[src/rtl/gspi_pkg.sv]
package gspi_pkg;

  typedef struct packed {
    logic [4:0] cs_pin;
    logic [4:0] miso_pin;
    logic [4:0] mosi_pin;
    logic [4:0] clk_pin;
  } pinmap_t;

  typedef struct packed {
    logic       mosi_rise;
    logic       miso_rise;
    logic [5:0] nbits;
    pinmap_t    map;
  } setup_t;

  localparam int SETUP_W    = $bits(setup_t);
  localparam int WORD_TCFG  = 4;
  localparam int WORD_GO    = 5;
  localparam int WORD_STAT  = 6;
  localparam int READY_BIT  = 24;
  localparam int SEL_LSB    = 16;
  localparam int PORTB_BASE = 16;

  function automatic logic [4:0] pin_code(input int p, input int port_w);
    if (p < port_w) return 5'(p);
    return 5'(PORTB_BASE + p - port_w);
  endfunction

endpackage

[src/rtl/gspi_regs.sv]
module gspi_regs
  import gspi_pkg::*;
#(
  parameter int ADDR_W = 3,
  parameter int DATA_W = 32,
  parameter int DIV_W  = 16,
  parameter int RESP_W = 24,
  parameter int NSLV   = 4
) (
  input  logic              clk,
  input  logic              rst,
  input  logic              reg_wr,
  input  logic              reg_rd,
  input  logic [ADDR_W-1:0] reg_addr,
  input  logic [DATA_W-1:0] reg_wdata,
  output logic [DATA_W-1:0] reg_rdata,
  input  logic              busy,
  input  logic [RESP_W-1:0] resp,
  output logic              go,
  output logic              go_mosi_rise,
  output logic              go_miso_rise,
  output logic [5:0]        go_nbits,
  output logic [DIV_W-1:0]  go_div,
  output pinmap_t           act_map
);
  localparam int SW = $clog2(NSLV);

  setup_t            setup_q [NSLV];
  logic [SW-1:0]     sel_q;
  logic [SW-1:0]     act_q;
  logic [DIV_W-1:0]  div_q;
  logic [DATA_W-1:0] status_w;
  setup_t            go_setup;

  assign go       = reg_wr && (int'(reg_addr) == WORD_GO) && !busy;
  assign go_setup = setup_q[sel_q];
  assign go_mosi_rise = go_setup.mosi_rise;
  assign go_miso_rise = go_setup.miso_rise;
  assign go_nbits     = go_setup.nbits;
  assign go_div       = div_q;
  assign act_map      = setup_q[act_q].map;

  always_comb begin
    status_w = '0;
    status_w[READY_BIT]  = !busy;
    status_w[RESP_W-1:0] = resp;
  end

  always_ff @(posedge clk) begin
    if (rst) begin
      for (int i = 0; i < NSLV; i++) setup_q[i] <= '0;
      sel_q <= '0;
      act_q <= '0;
      div_q <= '0;
    end else begin
      if (reg_wr && int'(reg_addr) < NSLV)
        setup_q[reg_addr[SW-1:0]] <= setup_t'(reg_wdata[SETUP_W-1:0]);
      if (reg_wr && int'(reg_addr) == WORD_TCFG) begin
        sel_q <= reg_wdata[SEL_LSB +: SW];
        div_q <= reg_wdata[DIV_W-1:0];
      end
      if (go) act_q <= sel_q;
    end
  end

  always_ff @(posedge clk) begin
    if (rst) begin
      reg_rdata <= '0;
    end else if (reg_rd) begin
      reg_rdata <= '0;
      if (int'(reg_addr) < NSLV)
        reg_rdata[SETUP_W-1:0] <= setup_q[reg_addr[SW-1:0]];
      else if (int'(reg_addr) == WORD_TCFG) begin
        reg_rdata[SEL_LSB +: SW] <= sel_q;
        reg_rdata[DIV_W-1:0]     <= div_q;
      end else if (int'(reg_addr) == WORD_STAT)
        reg_rdata <= status_w;
    end
  end
endmodule

[src/rtl/gspi_engine.sv]
module gspi_engine #(
  parameter int DATA_W = 32,
  parameter int DIV_W  = 16,
  parameter int RESP_W = 24
) (
  input  logic              clk,
  input  logic              rst,
  input  logic              start,
  input  logic [DATA_W-1:0] data,
  input  logic              mosi_rise,
  input  logic              miso_rise,
  input  logic [5:0]        nbits,
  input  logic [DIV_W-1:0]  div,
  input  logic              miso,
  output logic              sclk,
  output logic              mosi,
  output logic              cs_n,
  output logic              busy,
  output logic [RESP_W-1:0] resp
);
  typedef enum logic [1:0] {S_IDLE, S_RUN, S_TAIL} state_t;

  state_t            st;
  logic [DIV_W:0]    per_w, hi_w, lo_w;
  logic [DIV_W:0]    cnt, hi_q, lo_q;
  logic [5:0]        left;
  logic [DATA_W-1:0] shreg;
  logic [RESP_W-1:0] rx;
  logic              mr_q, sr_q;

  always_comb begin
    per_w = (div == '0) ? (DIV_W+1)'(2) : ({1'b0, div} + 1'b1);
    hi_w  = per_w >> 1;
    lo_w  = per_w - hi_w;
  end

  assign busy = (st != S_IDLE);

  always_ff @(posedge clk) begin
    if (rst) begin
      st <= S_IDLE; sclk <= 1'b0; mosi <= 1'b0; cs_n <= 1'b1;
      cnt <= '0; hi_q <= '0; lo_q <= '0; left <= '0;
      shreg <= '0; rx <= '0; resp <= '0; mr_q <= 1'b0; sr_q <= 1'b0;
    end else begin
      case (st)
        S_IDLE: if (start) begin
          cs_n <= 1'b0;
          rx   <= '0;
          mr_q <= mosi_rise;
          sr_q <= miso_rise;
          hi_q <= hi_w;
          lo_q <= lo_w;
          cnt  <= lo_w;
          left <= nbits;
          if (!mosi_rise) begin
            mosi  <= data[DATA_W-1];
            shreg <= data << 1;
          end else begin
            shreg <= data;
          end
          st <= (nbits == '0) ? S_TAIL : S_RUN;
        end
        S_RUN: begin
          if (cnt > 1) begin
            cnt <= cnt - 1'b1;
          end else begin
            sclk <= !sclk;
            if (!sclk) begin
              cnt <= hi_q;
              if (mr_q) begin mosi <= shreg[DATA_W-1]; shreg <= shreg << 1; end
              if (sr_q) rx <= {rx[RESP_W-2:0], miso};
            end else begin
              cnt  <= lo_q;
              left <= left - 1'b1;
              if (!mr_q) begin mosi <= shreg[DATA_W-1]; shreg <= shreg << 1; end
              if (!sr_q) rx <= {rx[RESP_W-2:0], miso};
              if (left == 6'd1) st <= S_TAIL;
            end
          end
        end
        S_TAIL: begin
          if (cnt > 1) begin
            cnt <= cnt - 1'b1;
          end else begin
            cs_n <= 1'b1;
            mosi <= 1'b0;
            resp <= rx;
            st   <= S_IDLE;
          end
        end
        default: st <= S_IDLE;
      endcase
    end
  end
endmodule

[src/rtl/gspi_pinmux.sv]
module gspi_pinmux
  import gspi_pkg::*;
#(
  parameter int PORT_W = 12
) (
  input  pinmap_t           map,
  input  logic              sclk,
  input  logic              mosi,
  input  logic              cs_n,
  input  logic [PORT_W-1:0] a_in,
  input  logic [PORT_W-1:0] b_in,
  output logic [PORT_W-1:0] a_out,
  output logic [PORT_W-1:0] a_oe,
  output logic [PORT_W-1:0] b_out,
  output logic [PORT_W-1:0] b_oe,
  output logic              miso
);
  localparam int NPIN = 2 * PORT_W;

  logic [NPIN-1:0] pin_out, pin_oe, pin_in;

  assign pin_in = {b_in, a_in};
  assign a_out  = pin_out[PORT_W-1:0];
  assign b_out  = pin_out[NPIN-1:PORT_W];
  assign a_oe   = pin_oe[PORT_W-1:0];
  assign b_oe   = pin_oe[NPIN-1:PORT_W];

  for (genvar p = 0; p < NPIN; p++) begin : g_pin
    localparam logic [4:0] CODE = pin_code(p, PORT_W);
    logic hit_clk, hit_mosi, hit_cs;
    assign hit_clk  = (map.clk_pin  == CODE);
    assign hit_mosi = (map.mosi_pin == CODE);
    assign hit_cs   = (map.cs_pin   == CODE);
    assign pin_oe[p]  = hit_clk | hit_mosi | hit_cs;
    assign pin_out[p] = hit_clk ? sclk : hit_mosi ? mosi : hit_cs ? cs_n : 1'b0;
  end

  always_comb begin
    miso = 1'b0;
    for (int p = 0; p < NPIN; p++)
      if (map.miso_pin == pin_code(p, PORT_W)) miso = pin_in[p];
  end
endmodule

[src/rtl/gpio_spi_master.sv]
module gpio_spi_master
  import gspi_pkg::*;
#(
  parameter int ADDR_W = 3,
  parameter int DATA_W = 32,
  parameter int DIV_W  = 16,
  parameter int RESP_W = 24,
  parameter int NSLV   = 4,
  parameter int PORT_W = 12
) (
  input  logic              clk,
  input  logic              rst,
  input  logic              reg_wr,
  input  logic              reg_rd,
  input  logic [ADDR_W-1:0] reg_addr,
  input  logic [DATA_W-1:0] reg_wdata,
  output logic [DATA_W-1:0] reg_rdata,
  input  logic [PORT_W-1:0] gpio_a_in,
  output logic [PORT_W-1:0] gpio_a_out,
  output logic [PORT_W-1:0] gpio_a_oe,
  input  logic [PORT_W-1:0] gpio_b_in,
  output logic [PORT_W-1:0] gpio_b_out,
  output logic [PORT_W-1:0] gpio_b_oe
);
  logic              go, go_mosi_rise, go_miso_rise;
  logic [5:0]        go_nbits;
  logic [DIV_W-1:0]  go_div;
  pinmap_t           act_map;
  logic              eng_sclk, eng_mosi, eng_cs_n, eng_busy, eng_miso;
  logic [RESP_W-1:0] eng_resp;

  gspi_regs #(
    .ADDR_W(ADDR_W), .DATA_W(DATA_W), .DIV_W(DIV_W), .RESP_W(RESP_W), .NSLV(NSLV)
  ) u_regs (
    .clk(clk), .rst(rst), .reg_wr(reg_wr), .reg_rd(reg_rd), .reg_addr(reg_addr),
    .reg_wdata(reg_wdata), .reg_rdata(reg_rdata), .busy(eng_busy), .resp(eng_resp),
    .go(go), .go_mosi_rise(go_mosi_rise), .go_miso_rise(go_miso_rise),
    .go_nbits(go_nbits), .go_div(go_div), .act_map(act_map)
  );

  gspi_engine #(
    .DATA_W(DATA_W), .DIV_W(DIV_W), .RESP_W(RESP_W)
  ) u_engine (
    .clk(clk), .rst(rst), .start(go), .data(reg_wdata), .mosi_rise(go_mosi_rise),
    .miso_rise(go_miso_rise), .nbits(go_nbits), .div(go_div), .miso(eng_miso),
    .sclk(eng_sclk), .mosi(eng_mosi), .cs_n(eng_cs_n), .busy(eng_busy), .resp(eng_resp)
  );

  gspi_pinmux #(
    .PORT_W(PORT_W)
  ) u_pinmux (
    .map(act_map), .sclk(eng_sclk), .mosi(eng_mosi), .cs_n(eng_cs_n),
    .a_in(gpio_a_in), .b_in(gpio_b_in), .a_out(gpio_a_out), .a_oe(gpio_a_oe),
    .b_out(gpio_b_out), .b_oe(gpio_b_oe), .miso(eng_miso)
  );
endmodule

[config.mk]
export PLATFORM = sky130hd
export DESIGN_NAME = gpio_spi_master
export DESIGN_NICKNAME = d
export VERILOG_FILES = /design/src/rtl/gspi_pkg.sv /design/src/rtl/gspi_regs.sv /design/src/rtl/gspi_engine.sv /design/src/rtl/gspi_pinmux.sv /design/src/rtl/gpio_spi_master.sv
export SDC_FILE = /design/constraint.sdc
export NUM_CORES = 1
export LEC_CHECK = 0
export ABC_AREA = 1
export BUFFER_PORTS_ARGS = -buffer_cell sky130_fd_sc_hd__buf_2
export CAP_MARGIN = 20
export CORE_UTILIZATION = 41
export DETAILED_ROUTE_END_ITERATION = 6
export SLEW_MARGIN = 20
export SYNTH_ARGS = -nofsm -noshare
export SYNTH_HDL_FRONTEND = slang
export SYNTH_HIERARCHICAL = 1
export SYNTH_SLANG_ARGS = --single-unit
[constraint.sdc]
create_clock -name clk -period 5.2 [get_ports clk]
set_clock_uncertainty 0.2 [all_clocks]
set_input_delay 1.3 -clock clk [delete_from_list [all_inputs] [get_ports clk]]
set_output_delay 1.3 -clock clk [all_outputs]
set_load 0.05 [all_outputs]
==> Word level (Yosys, flattened, before mapping) <==
Memories as Yosys holds them, arrays and structs flattened. A register that Yosys moved wholly into a read port is not among the register bits.
Index checks and enable logic that the tools add are counted.
{ "word_totals": {"word_cells": 364, "ff_bits": 195, "output_inout_bits": 80, "n_memories": 1, "in_bits": 63, "ram_bits": 112} }
{ "classes": {"n_reduce_logical": 28, "n_addsub": 4, "muxes": 154, "n_eq_ne": 109, "n_bitwise": 49, "magnitude_cmp": 2} }
{ "memory_table": {"columns": ["memory", "depth", "width", "rd", "rd_ports_with_merged_regs", "wr", "line_no", "source"], "rows": [
  ["u_regs.setup_q", 4, 28, 3, 2, 4, "gspi_regs.sv:28", "setup_t setup_q [NSLV];"]
]} }
{ "ops": {"columns": ["cell", "n"], "rows": [
  ["5-bit equality test, second input constant", 48],
  ["32-bit 2-to-1 mux", 6],
  ["24-bit 2-to-1 mux", 5],
  ["1-bit 2-to-1 mux", 111],
  ["17-bit 2-to-1 mux", 5],
  ["5-bit by 3-bit equality test with 1-bit output, second input constant", 16],
  ["5-bit by 4-bit equality test with 1-bit output, second input constant", 16],
  ["32-bit one-hot mux with 2 select lines", 1],
  ["28-bit 2-to-1 mux", 2],
  ["17-bit one-hot mux with 3 select lines", 1],
  ["1-bit bitwise OR", 48],
  ["24-bit one-hot mux with 2 select lines", 1],
  ["5-bit by 2-bit equality test with 1-bit output, second input constant", 8],
  ["28-bit OR reduction", 1],
  ["25-bit 2-to-1 mux", 1],
  ["2-bit 2-to-1 mux", 11],
  ["5-bit by 1-bit equality test with 1-bit output, second input constant", 4],
  ["5-bit logical NOT", 4],
  ["18-bit 2-to-1 mux", 1],
  ["6-bit 2-to-1 mux", 3],
  ["16-bit by 1-bit adder with 17-bit output, second input constant", 1],
  ["17-bit by 1-bit > comparator with 1-bit output, second input constant", 1],
  ["17-bit by 1-bit subtractor with 17-bit output, second input constant", 1],
  ["17-bit by 16-bit subtractor with 17-bit output", 1],
  ["30 further kinds", 49]
]} }

==> Longest topological paths before layout <==
{ "depth": {"depth_word": 29, "mapped_depth": 25, "mapped_depth_nobuf": 24} }

==> Modules after synthesis <==
The synthesis kept the hierarchy.
{ "by_module_without_submodules": {"columns": ["module", "cells_per_inst", "seq_area_each_um2", "area_per_inst_um2", "instances"], "rows": [
  ["gspi_engine", 1351, 2862.7, 8526.9, 1],
  ["gspi_regs", 998, 4404.2, 8099.0, 1],
  ["gspi_pinmux", 331, 0.0, 1577.8, 1]
]} }

==> Least setup slack after synthesis <==
OpenSTA, ideal clock, no wires.
{ "synth_path": {"path_kind": "input-to-reg", "startpoint": "input reg_addr[1]", "endpoint": "memory u_regs/setup_q[3][0] (netlist name) (enable)", "arrival_ps": 3555, "cell_stages": 3, "path_slack_ps": 993, "path_cell_list": "buf_2 nand2_1 o21ai_0"} }
{ "synth_rtl": {"columns": ["element", "line_no", "source"], "rows": [
  ["from (decl)", "gpio_spi_master.sv:15", "input logic [ADDR_W-1:0] reg_addr,"],
  ["to (decl)", "gspi_regs.sv:28", null]
]} }

==> Flow_metrics.wiki <==
{| class="wikitable"
! Metric !! Value
|-
| Area of the core || 43500 µm²
|-
| DRC marker count from the first detailed-route iteration || 1905
|-
| Maximum buffer depth of the clock tree || 3
|-
| Routed WL || 61.7 mm
|-
| Effective utilization at floorplan || 41.9%
|-
| Comb pwr share || 31.7%
|-
| Die Height || 213 µm
|-
| Clock period minus worst slack || 4.86 ns
|-
| Largest vdd supply drop || 0.236 mV
|-
| Hold Path End || u_engine/shreg[15]$_SDFFE_PP0P_
|-
| Fraction of synthesis flops using an asynchronous set or reset pin || 0%
|-
| Switching power total || 3.26 mW
|-
| Maximum number of pins on one net before global-route repair || 75
|-
| List of most frequent post-synthesis cells || 657 x nand2_1, 425 x nor2_1, 236 x inv_1
|-
| Final design area excluding fillers || 20500 µm²
|-
| Hold Crit Class || register to register
|-
| Post-DR vias/cell || 5.51
|-
| Part of the total power dissipated in the clock network || 32.7%
|-
| Setup crit end kind || primary output
|-
| Global-route wire length before repair || 96.1 mm
|-
| Input/output buffers || 138
|-
| Via count || 18523
|-
| Worst Path Class, Setup || register to primary output
|-
| Distinct cells, synth || 45
|-
| # Post-CTS Setup Buffers || 0
|-
| Static leakage || 9.34 nW
|-
| IO Pins || 143
|-
| Final hold slack || 0.261 ns
|-
| Antenna fix cells || 0
|-
| Required time of the critical path || 3.70 ns
|-
| Period utilization || 93.4%
|-
| Antenna violations before repair || 0
|-
| Most used DFF post-synth || dfxtp_1
|-
| Post-synthesis to final-layout area growth || 12.6%
|-
| Sinks on Clock Net || 307
|-
| Number of cell rows || 76
|-
| Fin nets || 2835
|-
| Die outline area || 45200 µm²
|-
| CTS Hold Bufs || 0
|-
| Fraction of post-synthesis cell area in the top cell type by area || 21.4%
|-
| Fraction of the yosys area taken by sequential cells || 39.9%
|-
| Horiz. Die Dim || 213 µm
|-
| Number of cells traversed by the worst register-to-register path || 8
|-
| Largest cells by area after synthesis || dfxtp_1 21%, edfxtp_1 18%, nand2_1 14%, nor2_1 8.8%, nand3_1 5.9%
|-
| Power density over the cells || 420 nW/µm²
|-
| Startpoint Class || register
|-
| Biggest fanout along the worst timing path || 20
|-
| Sequential group share of total power || 35.6%
|-
| RSZ-0062 raised after global routing || no
|-
| PnR Total Power || 8.61 mW
|-
| Clk_lat worst skew || 0.55 ns
|-
| Hpwl dp || 43.4 mm
|-
| DRC violations left || 0
|-
| H-tree depth || 2
|-
| Hold path start || u_engine/shreg[15]$_SDFFE_PP0P_
|-
| Number of buffers inserted during clock tree synthesis || 37
|-
| Iteration count of the initial detailed-routing pass || 6
|-
| Final-report setup violation count || 0
|-
| Relative slew slack || 26.8%
|-
| Startpoint of the worst-slack reg-to-reg timing path || u_engine/st[1]$_SDFFE_PP0P_
|-
| Share of post-route cells with drive strength above 1 || 10.7%
|-
| Cells resized by post-CTS repair || 0
|-
| Switching share of power || 37.9%
|-
| Library cell used as clock root buffer || clkbuf_16
|-
| Dominant cell type by area after synthesis || dfxtp_1
|-
| Final Hold Viols || 0
|-
| Post-DRT Antenna Nets || 0
|-
| Final estimated routing congestion in global placement || 0.932
|-
| Register clock-pin slew on the reported worst setup and hold paths || 0.06 ns
|-
| Gate Count Post-Synth || 2680
|-
| Arrival time reported for the critical path endpoint || 3.36 ns
|-
| Post-synthesis instance area || 18200 µm²
|-
| Crit Reg-Reg Endpoint || u_engine/shreg[16]$_SDFFE_PP0P_
|-
| Outcome || complete, no violations
|-
| Post-synthesis sequential element count || 307
|-
| TritonCTS clock tree || built
|-
| Max-cap viol count || 0
|-
| Post-synth EDFFs || 112
|-
| Count of warnings emitted by yosys || 6
|-
| Cells on Worst Hold Path || 2
|-
| Tot GR Track Use || 27.3%
|-
| R2R setup slack || 1.45 ns
|-
| Highest clock frequency the design can meet || 0.206 GHz
|-
| Most common cell in the synthesized netlist || nand2_1
|-
| DP Area || 19200 µm²
|-
| Total global routing overflow || 0
|-
| Slew Limit Fails || 0
|-
| Total internal power || 5.35 mW
|-
| Detailed-route wire length per cell || 18.4 µm
|-
| Syn Area/Cell || 6.79 µm²
|-
| Worst-Margin Slew || 1.10 ns
|-
| Number of global-route vias before repair || 17182
|-
| Setup TNS || 0 ns
|}
sequential cells by signal, indices dropped and copies added (netlist names), 6 cells and up, named ones only:
register / flops
u_engine/cnt: 17
u_engine/hi_q: 16
u_engine/left: 6
u_engine/lo_q: 17
u_engine/resp: 24
u_engine/rx: 24
u_engine/shreg: 32
u_regs/go_div: 16
u_regs/reg_rdata: 28
u_regs/setup_q: 112
power by group through the flow:
stage	combinational (mW)	clock (mW)	sequential (mW)
after floorplan	2.02	0	3.04
after global placement	2.66	0	3.09
after detailed placement	2.68	0	3.10
after CTS	2.70	2.85	3.05
after global routing	3.02	2.95	3.10
final	2.73	2.82	3.06
routing by layer:
layer  up-vias  GRT usage, %  wire, µm
met5         -             0         0
met4         0          8.68      1530
met3       106          3.27      4880
met2       813          43.3     27700
met1      8660          38.6     27600
li1       8944             -         -
critical path, stage by stage, from the launching register on:
cell      delay (ns)
dfxtp_1         0.34
buf_4           0.24
o21ai_0         0.13
o22ai_1         0.85
inv_1           0.45
nand3_1         0.25
o211ai_1        0.11
o21ai_0         0.12
buf_2           0.30
per-stage QoR:
stage	setup slack [ns]	utilization, %	cells
after floorplan	0.993	-	2683
after global placement	1.04	44.1	3291
after detailed placement	0.983	44.1	3291
after CTS	0.398	47.1	3359
after global routing	0.120	47.2	3359
final	0.344	47.2	3359
how the worst max path moves through the flow:
stage | startpoint | end | cells past startpoint
after CTS | register | gpio_a_out[10] | 8
after global routing | register | gpio_a_out[6] | 8
after detailed placement | register | gpio_a_out[10] | 8
final | register | gpio_a_out[6] | 8
after global placement | register | gpio_a_out[9] | 8
after floorplan | reg_addr[1] | u_regs/setup_q[3][0]$_DFFE_PP_ | 3
layout make-up:
| type | instances | area [µm²] |
|---|---|---|
| Clock buffer | 48 | 1030 |
| Fill cell | 4478 | 23000 |
| Timing Repair Buffer | 172 | 948 |
| Inverter | 260 | 977 |
| Clock inverter | 20 | 285 |
| Multi-Input combinational cell | 1967 | 9250 |
| Tap cell | 585 | 732 |
| Sequential cell | 307 | 7270 |
cells by family after synthesis:
logic type	share of synthesized area (%)
and+or+nand+nor	33.2
AOI/OAI and AO/OA	14.1
buffers and inverters	9.40
DFF	39.9
adders and majority gates	1.90
xor gates and xnor gates	1.30
muxes	0.110
other	0.0206
layout by cell type, fill, tap and decap left out, types with 10 or more instances in the layout:
cell,n
nor2_1,425
clkinv_1,10
nor2_2,20
a31oi_1,32
nand4_1,74
inv_2,17
xnor2_1,10
o21ai_0,214
nand3_1,215
buf_2,137
ha_1,25
a21oi_1,147
edfxtp_1,112
nand2_1,657
o211ai_1,39
nor3_1,14
o22ai_1,27
inv_1,235
buf_4,35
clkbuf_16,39
xor2_1,17
dfxtp_1,194
Power figures use the tool's default switching activity.
